$ cat src/rtl/recon_seq_pkg.sv
// Shared definitions for the unfolding load and sequencing controller.
// Assumes: state codes are visible at the top ports, so their values are fixed.
package recon_seq_pkg;

    typedef enum logic [2:0] {
        ST_IDLE      = 3'd0,
        ST_LOAD_COEF = 3'd1,
        ST_LOAD_DATA = 3'd2,
        ST_RUN       = 3'd3,
        ST_WAIT_DONE = 3'd4,
        ST_FINISHED  = 3'd5
    } seq_state_e;

endpackage

$ cat src/rtl/recon_load_bank.sv
// Strobe-driven load memory: while the strobe is high and loading is open,
// one word per cycle is written at an address that restarts at 0 on each
// rising edge of the strobe. Words past DEPTH are dropped. A completeness
// flag is set by the write to the last address and cleared on a new rising
// edge or on the frame clear. Read port is asynchronous for the engine.
// Assumes: clear and an accepted write never coincide (the sequencer closes
// loading while it can raise clear).
module recon_load_bank #(
    parameter  int DEPTH  = 8,
    parameter  int WORD_W = 64,
    localparam int AW     = (DEPTH > 1) ? $clog2(DEPTH) : 1,
    localparam int CW     = $clog2(DEPTH + 1)
) (
    input  logic              clk,
    input  logic              rst_n,
    input  logic              strobe,
    input  logic              open,
    input  logic              clear,
    input  logic [WORD_W-1:0] wdata,
    input  logic [AW-1:0]     raddr,
    output logic [WORD_W-1:0] rdata,
    output logic              full
);

    logic              strobe_q;
    logic              rise;
    logic [CW-1:0]     cnt_q;
    logic [CW-1:0]     base;
    logic              we;
    logic [AW-1:0]     waddr;
    logic              full_q;
    logic [WORD_W-1:0] mem [DEPTH];

    // Address for this cycle: 0 on a rising strobe, else the running count.
    always_comb begin
        rise  = strobe & ~strobe_q;
        base  = rise ? '0 : cnt_q;
        we    = strobe & open & (base < CW'(DEPTH));
        waddr = base[AW-1:0];
    end

    // Remember the previous strobe level for edge detection.
    always_ff @(posedge clk) begin
        if (!rst_n) strobe_q <= 1'b0;
        else        strobe_q <= strobe;
    end

    // Advance the write count per accepted word; saturate at DEPTH.
    always_ff @(posedge clk) begin
        if (!rst_n)                cnt_q <= CW'(DEPTH);
        else if (strobe && open)   cnt_q <= we ? base + 1'b1 : base;
    end

    // Completeness flag: set by the last-address write, cleared on restart.
    always_ff @(posedge clk) begin
        if (!rst_n)                                 full_q <= 1'b0;
        else if (clear)                             full_q <= 1'b0;
        else if (we && base == CW'(DEPTH - 1))      full_q <= 1'b1;
        else if (rise && open)                      full_q <= 1'b0;
    end

    // Store the accepted word.
    always_ff @(posedge clk) begin
        if (we) mem[waddr] <= wdata;
    end

    assign rdata = mem[raddr];
    assign full  = full_q;

    AST_FULL_AFTER_LAST: assert property (@(posedge clk) disable iff (!rst_n)
        (we && waddr == AW'(DEPTH - 1)) |=> full);
    AST_FULL_HELD_QUIET: assert property (@(posedge clk) disable iff (!rst_n)
        (full && !strobe && !clear) |=> full);

endmodule

$ cat src/rtl/recon_seq_fsm.sv
// Sequencer: tracks the load phases, opens reconstruction once both
// memories are complete, issues one go pulse per pixel group, accepts the
// engine's done only while waiting, and flags strobes seen mid-run.
// Assumes: the engine holds eng_done for one cycle per group.
module recon_seq_fsm
    import recon_seq_pkg::*;
#(
    parameter  int NUM_GROUPS = 4,
    localparam int GW         = (NUM_GROUPS > 1) ? $clog2(NUM_GROUPS) : 1
) (
    input  logic           clk,
    input  logic           rst_n,
    input  logic           coef_load,
    input  logic           data_load,
    input  logic           coef_full,
    input  logic           samp_full,
    input  logic           eng_done,
    output seq_state_e     state_o,
    output logic           load_open,
    output logic           eng_ready,
    output logic           eng_go,
    output logic [GW-1:0]  group,
    output logic           img_we,
    output logic           frame_clear,
    output logic           all_done,
    output logic           err
);

    seq_state_e    state_q, state_d;
    logic [GW-1:0] group_q;
    logic          last;
    logic          both_full;
    logic          entering_run;
    logic          all_done_q;
    logic          err_q;

    // Decode helpers shared by the next-state logic and the outputs.
    always_comb begin
        both_full    = coef_full & samp_full;
        last         = (group_q == GW'(NUM_GROUPS - 1));
        load_open    = (state_q != ST_RUN) && (state_q != ST_WAIT_DONE);
        eng_ready    = !load_open;
        eng_go       = (state_q == ST_RUN);
        img_we       = (state_q == ST_WAIT_DONE) && eng_done;
        frame_clear  = img_we && last;
    end

    // Next-state selection.
    always_comb begin
        state_d = state_q;
        unique case (state_q)
            ST_IDLE, ST_FINISHED: begin
                if (coef_load)      state_d = ST_LOAD_COEF;
                else if (data_load) state_d = ST_LOAD_DATA;
                else if (both_full) state_d = ST_RUN;
            end
            ST_LOAD_COEF: begin
                if (!coef_load) begin
                    if (data_load)      state_d = ST_LOAD_DATA;
                    else if (both_full) state_d = ST_RUN;
                    else                state_d = ST_IDLE;
                end
            end
            ST_LOAD_DATA: begin
                if (!data_load) begin
                    if (coef_load)      state_d = ST_LOAD_COEF;
                    else if (both_full) state_d = ST_RUN;
                    else                state_d = ST_IDLE;
                end
            end
            ST_RUN:       state_d = ST_WAIT_DONE;
            ST_WAIT_DONE: if (eng_done) state_d = last ? ST_FINISHED : ST_RUN;
            default:      state_d = ST_IDLE;
        endcase
        entering_run = (state_d == ST_RUN) && load_open;
    end

    // State register.
    always_ff @(posedge clk) begin
        if (!rst_n) state_q <= ST_IDLE;
        else        state_q <= state_d;
    end

    // Group index: restart at a new run, step after each accepted done.
    always_ff @(posedge clk) begin
        if (!rst_n)              group_q <= '0;
        else if (entering_run)   group_q <= '0;
        else if (img_we && !last) group_q <= group_q + 1'b1;
    end

    // Completion pulse and sticky strobe error.
    always_ff @(posedge clk) begin
        if (!rst_n) begin
            all_done_q <= 1'b0;
            err_q      <= 1'b0;
        end else begin
            all_done_q <= frame_clear;
            err_q      <= err_q | ((coef_load | data_load) & ~load_open);
        end
    end

    assign state_o  = state_q;
    assign group    = group_q;
    assign all_done = all_done_q;
    assign err      = err_q;

    AST_GO_SINGLE: assert property (@(posedge clk) disable iff (!rst_n)
        eng_go |=> !eng_go);
    AST_GROUP_IN_RANGE: assert property (@(posedge clk) disable iff (!rst_n)
        32'(group) < NUM_GROUPS);
    AST_RUN_THEN_WAIT: assert property (@(posedge clk) disable iff (!rst_n)
        (state_q == ST_RUN) |=> (state_q == ST_WAIT_DONE));
    AST_ALL_DONE_PULSE: assert property (@(posedge clk) disable iff (!rst_n)
        all_done |=> !all_done);
    AST_ERR_STICKY: assert property (@(posedge clk) disable iff (!rst_n)
        err |=> err);

endmodule

$ cat src/rtl/recon_img_store.sv
// Output image memory built from ACCEL lane banks. One accepted done writes
// every lane of the current group in a single cycle; image address
// g*ACCEL+k maps to bank k, row g. The read port is asynchronous.
// Assumes: group stays below NUM_GROUPS.
module recon_img_store #(
    parameter  int ACCEL      = 2,
    parameter  int NUM_GROUPS = 4,
    parameter  int WORD_W     = 64,
    localparam int DEPTH      = ACCEL * NUM_GROUPS,
    localparam int AW         = (DEPTH > 1) ? $clog2(DEPTH) : 1,
    localparam int GW         = (NUM_GROUPS > 1) ? $clog2(NUM_GROUPS) : 1,
    localparam int LW         = (ACCEL > 1) ? $clog2(ACCEL) : 1
) (
    input  logic                    clk,
    input  logic                    we,
    input  logic [GW-1:0]           group,
    input  logic [ACCEL*WORD_W-1:0] lanes,
    input  logic [AW-1:0]           raddr,
    output logic [WORD_W-1:0]       rdata
);

    logic [GW-1:0]     rd_group;
    logic [LW-1:0]     rd_lane;
    logic [WORD_W-1:0] lane_rd [ACCEL];

    // Split the flat image address into bank row and lane.
    always_comb begin
        rd_group = GW'(32'(raddr) / ACCEL);
        rd_lane  = LW'(32'(raddr) % ACCEL);
    end

    for (genvar l = 0; l < ACCEL; l++) begin : g_lane
        logic [WORD_W-1:0] bank [NUM_GROUPS];

        // Capture this lane's result word for the finishing group.
        always_ff @(posedge clk) begin
            if (we) bank[group] <= lanes[l*WORD_W +: WORD_W];
        end

        assign lane_rd[l] = bank[rd_group];
    end

    assign rdata = lane_rd[rd_lane];

endmodule

$ cat src/rtl/recon_seq_ctrl.sv
// Top of the unfolding load and sequencing controller: two strobe-loaded
// memories for the engine, the sequencer, and the output image memory.
// Assumes: each word is 2*PART_W bits, real part in the upper half; the
// controller never interprets word contents.
module recon_seq_ctrl
    import recon_seq_pkg::*;
#(
    parameter  int PART_W     = 32,
    parameter  int COEF_DEPTH = 8,
    parameter  int SAMP_DEPTH = 8,
    parameter  int ACCEL      = 2,
    parameter  int NUM_GROUPS = 4,
    localparam int WORD_W     = 2 * PART_W,
    localparam int CAW        = (COEF_DEPTH > 1) ? $clog2(COEF_DEPTH) : 1,
    localparam int SAW        = (SAMP_DEPTH > 1) ? $clog2(SAMP_DEPTH) : 1,
    localparam int IMG_DEPTH  = ACCEL * NUM_GROUPS,
    localparam int IAW        = (IMG_DEPTH > 1) ? $clog2(IMG_DEPTH) : 1,
    localparam int GW         = (NUM_GROUPS > 1) ? $clog2(NUM_GROUPS) : 1
) (
    input  logic                    clk,
    input  logic                    rst_n,
    input  logic                    coef_load,
    input  logic [WORD_W-1:0]       coef_word,
    input  logic                    data_load,
    input  logic [WORD_W-1:0]       samp_word,
    input  logic [CAW-1:0]          coef_raddr,
    output logic [WORD_W-1:0]       coef_rdata,
    input  logic [SAW-1:0]          samp_raddr,
    output logic [WORD_W-1:0]       samp_rdata,
    output logic                    eng_ready,
    output logic                    eng_go,
    output logic [GW-1:0]           eng_group,
    input  logic                    eng_done,
    input  logic [ACCEL*WORD_W-1:0] eng_result,
    input  logic [IAW-1:0]          img_raddr,
    output logic [WORD_W-1:0]       img_rdata,
    output logic [2:0]              seq_state,
    output logic                    all_done,
    output logic                    seq_err
);

    logic       load_open;
    logic       frame_clear;
    logic       coef_full;
    logic       samp_full;
    logic       img_we;
    seq_state_e state;

    recon_load_bank #(.DEPTH(COEF_DEPTH), .WORD_W(WORD_W)) coef_bank_i (
        .clk   (clk),
        .rst_n (rst_n),
        .strobe(coef_load),
        .open  (load_open),
        .clear (frame_clear),
        .wdata (coef_word),
        .raddr (coef_raddr),
        .rdata (coef_rdata),
        .full  (coef_full)
    );

    recon_load_bank #(.DEPTH(SAMP_DEPTH), .WORD_W(WORD_W)) samp_bank_i (
        .clk   (clk),
        .rst_n (rst_n),
        .strobe(data_load),
        .open  (load_open),
        .clear (frame_clear),
        .wdata (samp_word),
        .raddr (samp_raddr),
        .rdata (samp_rdata),
        .full  (samp_full)
    );

    recon_seq_fsm #(.NUM_GROUPS(NUM_GROUPS)) fsm_i (
        .clk        (clk),
        .rst_n      (rst_n),
        .coef_load  (coef_load),
        .data_load  (data_load),
        .coef_full  (coef_full),
        .samp_full  (samp_full),
        .eng_done   (eng_done),
        .state_o    (state),
        .load_open  (load_open),
        .eng_ready  (eng_ready),
        .eng_go     (eng_go),
        .group      (eng_group),
        .img_we     (img_we),
        .frame_clear(frame_clear),
        .all_done   (all_done),
        .err        (seq_err)
    );

    recon_img_store #(.ACCEL(ACCEL), .NUM_GROUPS(NUM_GROUPS), .WORD_W(WORD_W)) img_i (
        .clk  (clk),
        .we   (img_we),
        .group(eng_group),
        .lanes(eng_result),
        .raddr(img_raddr),
        .rdata(img_rdata)
    );

    assign seq_state = state;

    AST_READY_NEEDS_FULL: assert property (@(posedge clk) disable iff (!rst_n)
        $rose(eng_ready) |-> (coef_full && samp_full));

endmodule

$ cat config.mk
export PLATFORM = sky130hd
export DESIGN_NAME = recon_seq_ctrl
export DESIGN_NICKNAME = d
export VERILOG_FILES = /design/src/rtl/recon_seq_pkg.sv /design/src/rtl/recon_load_bank.sv /design/src/rtl/recon_seq_fsm.sv /design/src/rtl/recon_img_store.sv /design/src/rtl/recon_seq_ctrl.sv
export SDC_FILE = /design/constraint.sdc
export NUM_CORES = 1
export LEC_CHECK = 0
export BUFFER_PORTS_ARGS = -buffer_cell sky130_fd_sc_hd__buf_2
export CAP_MARGIN = 20
export CORE_UTILIZATION = 40
export CTS_BUF_LIST = sky130_fd_sc_hd__clkbuf_2 sky130_fd_sc_hd__clkbuf_4 sky130_fd_sc_hd__clkbuf_8
export CTS_CLUSTER_SIZE = 40
export DETAILED_ROUTE_END_ITERATION = 8
export GPL_TIMING_DRIVEN = 0
export SKIP_CTS_REPAIR_TIMING = 1
export SYNTH_ARGS = -nofsm -noshare
export SYNTH_HDL_FRONTEND = slang
export SYNTH_HIERARCHICAL = 1
export SYNTH_SLANG_ARGS = --single-unit
$ cat constraint.sdc
create_clock -name clk -period 16.65 [get_ports clk]
set_clock_uncertainty 0.15 [all_clocks]
set_input_delay 0.8325 -clock clk [delete_from_list [all_inputs] [get_ports clk]]
set_output_delay 0.8325 -clock clk [all_outputs]
set_load 0.05 [all_outputs]
==> results.toml, run 1 <==
[placed_design]
preCtsSetupSlack_ps = 12510
port_buffers = 461
routabilityCongestion = 0.736
dp_hpwl_um = 89200

[cts]
cts_tree = "yes"
clk_path_buf_depth = 3
clk_pin_slew_worst_paths_ps = 60
clock-sinks = 1555
cts-root-buf = "clkbuf_8"
clk_latency_ps = 930
cts_max_level = 4
cts_buffers = 240

[yosys]
synthTopCellsByCount = "1536 x edfxtp_1, 384 x mux4_2, 192 x mux2_2"
ys_seq_elements = 1555
synth_top_area_share_pct = 78.5
synth_area_mm2 = 0.0587
synthesis.nets = 2623
synth_warnings = 6
ys_seq_area_share_pct = 79.2
yosys.area.top_type = "edfxtp_1"
synth_area_leaders = "edfxtp_1 79%, mux4_2 15%, mux2_2 3.7%"
synth.most_common_cell = "edfxtp_1"
async_reset_ff_share_pct = 0
synthFlopType = "edfxtp_1"
synth_cells = 2352
synth-edff-count = 1536
synth_cell_type_count = 52
avgSynthCellArea_um2 = 25.0

[sta]
tns_ps = 0
period_needed_ps = 4120
hold_viol_final = 0
worst_pin_slew_ps = 1040
fmax_mhz = 243
finalWorstSetupSlack_ps = 12530
rsz0062_at_grt = "false"
setup_viol = 0
fin_crit_sh_pct = 24.7
relSlewSlack_pct = 30.4
drv_slew = 0

[setup_path]
crit_start = "fsm_i/state_o[2]"
reg2regPathDepth = 11
worstPathRequired_ps = 17150
max_stage_delay_ps = 650
cp_num_cells = 11
end_kind = "flip-flop"
crit_chain = "and3b_1, nor2_2, nand2_1, or2_2, nor3_2, buf_6, buf_6, buf_6, buf_8, buf_6, buf_6"
worstSetupPathType = "flip-flop to flip-flop"
critPathTopFamily = "simple AND/OR/NAND/NOR gates"
critical_path_buf_inv_count = 6
cp-start-kind = "flip-flop"
r2r-start = "fsm_i/state_o[2]"
reg2reg_to = "samp_bank_i/mem[1][35]"
crit_path_frequent_cell = "buf_6"
cp-endpoint = "samp_bank_i/mem[1][35]"
slowest_stage = "nor3_2"
ff2ff_setup_slack_ps = 12530
worstPathArrival_ps = 4620
critical_path.max_fanout = 9

[cells_and_area]
drive_gt1_share_pct = 44.4
area.growth.synth_to_final_pct = 23.6
fin_nets = 3692

[route]
routed_wl_um = 135000
drt-pass1-iter-count = 5
routed_via_density = 5.12
drc = 0
final_antenna_net_count = 0
vias = 28459
first_iter_violations = 2234
wl_per_cell_um = 24.3

[global_routing]
grt_overflow = 0
grt_pass1_vias = 29733
grt_max_degree = 55
track_usage_pct = 17.9
grt_pass1_wl_um = 194000
antenna_found_initial = 24

[outcome]
status = "complete, no violations"

[floorplanning]
die_w_um = 385
initial_utilization_pct = 40.3
die_y_um = 385
coreArea_mm2 = 0.146
die_area_mm2 = 0.148
num_rows = 140
io_pins = 471

[pwr]
leakage_nw = 24.1
powerDensity_mw_per_mm2 = 111
max-vdd-ir-drop_mv = 0.0757
p_total_w = 0.00809

[job]
max_cap_viol_count = 0

[hold_path]
hold_path.class = "input port to flip-flop"
## power by group
part | total [W] | switching [W] | internal [W] | leakage (nW)
combinational | 0.000598 | 0.000364 | 0.000233 | 7.51
clock | 0.00316 | 0.00148 | 0.00168 | 2.59
sequential | 0.00434 | 0.00000846 | 0.00433 | 14.0
## tightest hold or removal path: stages
cell and delay, ps:
buf_2 130, nand3b_2 120, a21boi_1 80
## layout make-up
cell class	count	area [µm²]
Fill cell	11524	73100
Sequential cell	1555	46500
Multi-Input combinational cell	682	11600
Timing Repair Buffer	827	6430
Clock buffer	322	3950
Tap cell	1917	2400
Clock inverter	126	907
Buffer	110	709
Antenna cell	15	37.5
Inverter	5	23.8
## logic make-up (layout without fill, tap and decap cells)
| logic type | count (synthesis) | after routing | share of synthesized area (%) |
|---|---|---|---|
| AO/OA/AOI/OAI | 28 | 28 | 0.341 |
| AND/OR/NAND/NOR | 74 | 74 | 0.784 |
| other | 0 | 15 | 0 |
| XOR/XNOR | 1 | 1 | 0.0149 |
| flip-flops | 1555 | 1555 | 79.2 |
| adder cells (fa/ha/maj) | 1 | 1 | 0.0213 |
| buffers and inverters | 115 | 1390 | 1.24 |
| multiplexers | 578 | 578 | 18.4 |
## metal layers
metal / GRT usage, % / up-vias / share of wire (%)
met5: 0 / - / 0.085
met4: 5.29 / 20 / 1.9
met3: 6.04 / 204 / 7.2
met2: 30.3 / 923 / 51
met1: 21.8 / 14946 / 40
li1: - / 12366 / -
## registers in the layout (all words and copies together), names as in the netlist
signal / cells
fsm_i/err: 1
img_i/g_lane.bank: 512
coef_bank_i/full: 1
coef_bank_i/mem: 512
samp_bank_i/cnt_q: 4
fsm_i/state_o: 3
fsm_i/all_done: 1
samp_bank_i/strobe_q: 1
coef_bank_i/cnt_q: 4
coef_bank_i/strobe_q: 1
samp_bank_i/full: 1
samp_bank_i/mem: 512
fsm_i/group: 2
## worst min-delay path by stage
stage | startpoint | to | cells after the start
floorplan | samp_bank_i/cnt_q[2] | samp_bank_i/cnt_q[3] | 2
global placement | fsm_i/err | fsm_i/err | 1
detailed placement | fsm_i/err | fsm_i/err | 1
CTS | eng_result[125] | img_i/g_lane[1].bank[0][61] | 1
global route | eng_done | fsm_i/state_o[1] | 3
finish | eng_done | fsm_i/state_o[1] | 3
## cells in the final DEF, fill, tap and decap left out, types with 3 or more instances in the layout
cell,n
buf_16,12
bufinv_16,8
diode_2,15
buf_8,7
edfxtp_1,1536
inv_1,3
buf_4,34
buf_6,76
o21ai_0,4
nand3_1,3
nor3b_2,4
clkinv_1,64
clkinv_8,3
dlygate4sd3_1,256
a21oi_1,4
nand2_1,13
clkbuf_1,32
nor2_1,7
a31oi_1,3
nor2_4,7
buf_1,27
nor3_2,4
clkbuf_8,245
dfxtp_1,19
inv_16,3
mux4_2,384
buf_2,470
nand2b_1,7
inv_8,3
buf_12,23
clkinv_2,39
mux2_2,192
clkbuf_4,77
and2_1,4
and3b_1,3
## through the flow
| stage | utilization [%] | cell area (µm²) | hold slack [ps] | cells |
|---|---|---|---|---|
| after floorplan | - | 58700 | 380 | 2352 |
| after global placement | 43.5 | 63500 | 300 | 4730 |
| after detailed placement | 44.7 | 65100 | 298 | 4839 |
| after CTS | 48.0 | 70000 | -192 | 5287 |
| after global routing | 49.8 | 72600 | 65.5 | 5557 |
| final | 49.8 | 72600 | 146 | 5559 |
No activity file was read; power rests on OpenSTA's default activity.
==> run 2: changes to the inputs <==
Settings changed: ABC_AREA set to 1.
Clock period 16.65 ns to 4 ns, I/O delays scaled along.
==> results.toml, run 2 <==
[sta]
fin_crit_sh_pct = 89.5
relSlewSlack_pct = 24.7
setup_viol = 0
period_needed_ps = 3580
hold-worst-slack_ps = 66.4
drv_slew = 0
rsz0062_at_grt = "false"
hold_viol_final = 0
worst_pin_slew_ps = 1120
tns_ps = 0
fmax_mhz = 279

[setup_path]
ff2ff_setup_slack_ps = 420
max_stage_delay_ps = 860
reg2regPathDepth = 13
worstSetupPathType = "flip-flop to flip-flop"
r2r-start = "fsm_i/state_o[2]"
worstPathArrival_ps = 4060
crit_chain = "inv_1, nand2_1, nor2_2, inv_1, nand2_2, inv_2, nand2_1, a21oi_2, o21ai_0, nor3_4, buf_8, buf_16, buf_16"
end_kind = "flip-flop"
cp-start-kind = "flip-flop"
worstPathRequired_ps = 4480
reg2reg_to = "samp_bank_i/mem[4][9]"
slowest_stage = "nor3_4"
critical_path.max_fanout = 15

[cts]
cts_max_level = 5
cts-root-buf = "clkbuf_8"
cts_buffers = 284
clk_path_buf_depth = 4
clk_pin_slew_worst_paths_ps = 50
cts_tree = "yes"
clk_latency_ps = 970
clock-sinks = 1555

[cells_and_area]
largestRegisters = "coef_bank_i/mem: 512 flops, img_i/g_lane.bank: 512 flops, samp_bank_i/mem: 512 flops"
final_common_cell = "edfxtp_1"
drive_gt1_share_pct = 16.4
finalInstanceArea_mm2 = 0.0808
area.growth.synth_to_final_pct = 27.4
final_cell_mix = "1536 x edfxtp_1, 1264 x nand2_1, 790 x nor2_1"
fin_nets = 7181

[job]
max_cap_viol_count = 0

[yosys]
synth_warnings = 6
synth.most_common_cell = "edfxtp_1"
synth_cells = 5551
avgSynthCellArea_um2 = 11.4
yosys.area.top_type = "edfxtp_1"
ys_seq_area_share_pct = 73.3
synth_area_leaders = "edfxtp_1 73%, nand2_1 7.5%, nor2_1 4.7%"
synthFlopType = "edfxtp_1"
synthTopCellsByCount = "1536 x edfxtp_1, 1264 x nand2_1, 802 x nor2_1"
synth_area_mm2 = 0.0634
ys_seq_elements = 1555
synthesis.nets = 5822
synth_cell_type_count = 29
synth_top_area_share_pct = 72.7
synth-edff-count = 1536
async_reset_ff_share_pct = 0

[route]
wl_per_cell_um = 19.6
final_antenna_net_count = 0
routed_wl_um = 180000
vias = 45186
first_iter_violations = 3755
drt-pass1-iter-count = 6
routed_via_density = 4.92
drc = 0

[pwr]
leakage_nw = 31.9
powerDensity_mw_per_mm2 = 442
max-vdd-ir-drop_mv = 0.327

[placed_design]
dp_hpwl_um = 117000
port_buffers = 467
routabilityCongestion = 0.824
placed_cell_area_mm2 = 0.0704

[global_routing]
track_usage_pct = 21.8
grt_pass1_wl_um = 259000
grt_pass1_vias = 41496
grt_max_degree = 28
antenna_found_initial = 31
grt_overflow = 0

[hold_path]
hold_path_end = "img_i/g_lane[0].bank[3][35]"
hold_path.class = "input port to flip-flop"
min_path_cells = 2
min_from = "eng_result[35]"

[floorplanning]
die_y_um = 400
die_w_um = 400
coreArea_mm2 = 0.157
initial_utilization_pct = 40.5
io_pins = 471
die_area_mm2 = 0.160
num_rows = 145

[outcome]
status = "complete, no violations"
[run 2: changes by cell type after synthesis, sizes merged, moves of 85 or more]
cell,delta
buf,+97
clkbuf,+85
inv,+554
mux2,-192
mux4,-384
nand2,+1253
nand3,+264
nor2,+791
o21ai,+769
[run 2: critical path, delay by kind of cell (launching register included)]
kind	cells	cell delay (ps)
AND/OR/NAND/NOR	5	1180
buffers and inverters	6	910
AO/OA/AOI/OAI	2	630
flip-flops	1	370
[run 2: worst max path at each step]
stage / cells after the start / from / end / slack, ps
floorplan: 5 / fsm_i/state_o[0] / img_i/g_lane[0].bank[0][0] / -480
global placement: 5 / fsm_i/state_o[0] / img_i/g_lane[1].bank[1][32] / -3240
detailed placement: 13 / fsm_i/state_o[2] / samp_bank_i/mem[4][60] / 470
CTS: 13 / fsm_i/state_o[2] / samp_bank_i/mem[4][9] / 420
global route: 13 / fsm_i/state_o[2] / samp_bank_i/mem[4][9] / 200
finish: 13 / fsm_i/state_o[2] / samp_bank_i/mem[4][9] / 420
[run 2: metal layers]
layer | part of all wire [%] | track usage [%]
met1 | 43 | 29.0
met2 | 47 | 34.2
met3 | 7.7 | 5.82
met4 | 2.7 | 7.72
met5 | 0.068 | 0
[run 2: logic make-up after synthesis]
family | after synthesis | share of synthesized area (%)
compound gates | 788 | 6.22
simple gates | 2355 | 14.6
fa+ha+maj | 1 | 0.0197
buf+inv | 851 | 5.85
xor+xnor | 1 | 0.0138
flops | 1555 | 73.3
[run 2: layout make-up]
class	instances	area (µm²)
Inverter	559	2100
Fill cell	13616	76000
Timing Repair Buffer	1073	9390
Multi-Input combinational cell	3145	13400
Tap cell	2058	2570
Clock buffer	376	4640
Buffer	292	1610
Clock inverter	101	499
Sequential cell	1555	46500
Antenna cell	19	47.5
[run 2: per-stage QoR]
stage,total power (W),setup WS (ps),util (%),cells
after global placement,0.0216,-3240,43.7,8076
after detailed placement,0.0216,467,44.9,8162
after global routing,0.0370,204,51.5,9171
final,0.0357,421,51.5,9178
after CTS,0.0356,419,48.2,8639
after floorplan,0.0204,-481,-,5551
[run 2: power breakdown]
group	switching, W	internal, W	total [W]
sequential	0.0000567	0.0182	0.0182
combinational	0.00246	0.00109	0.00356
clock	0.00635	0.00763	0.0140
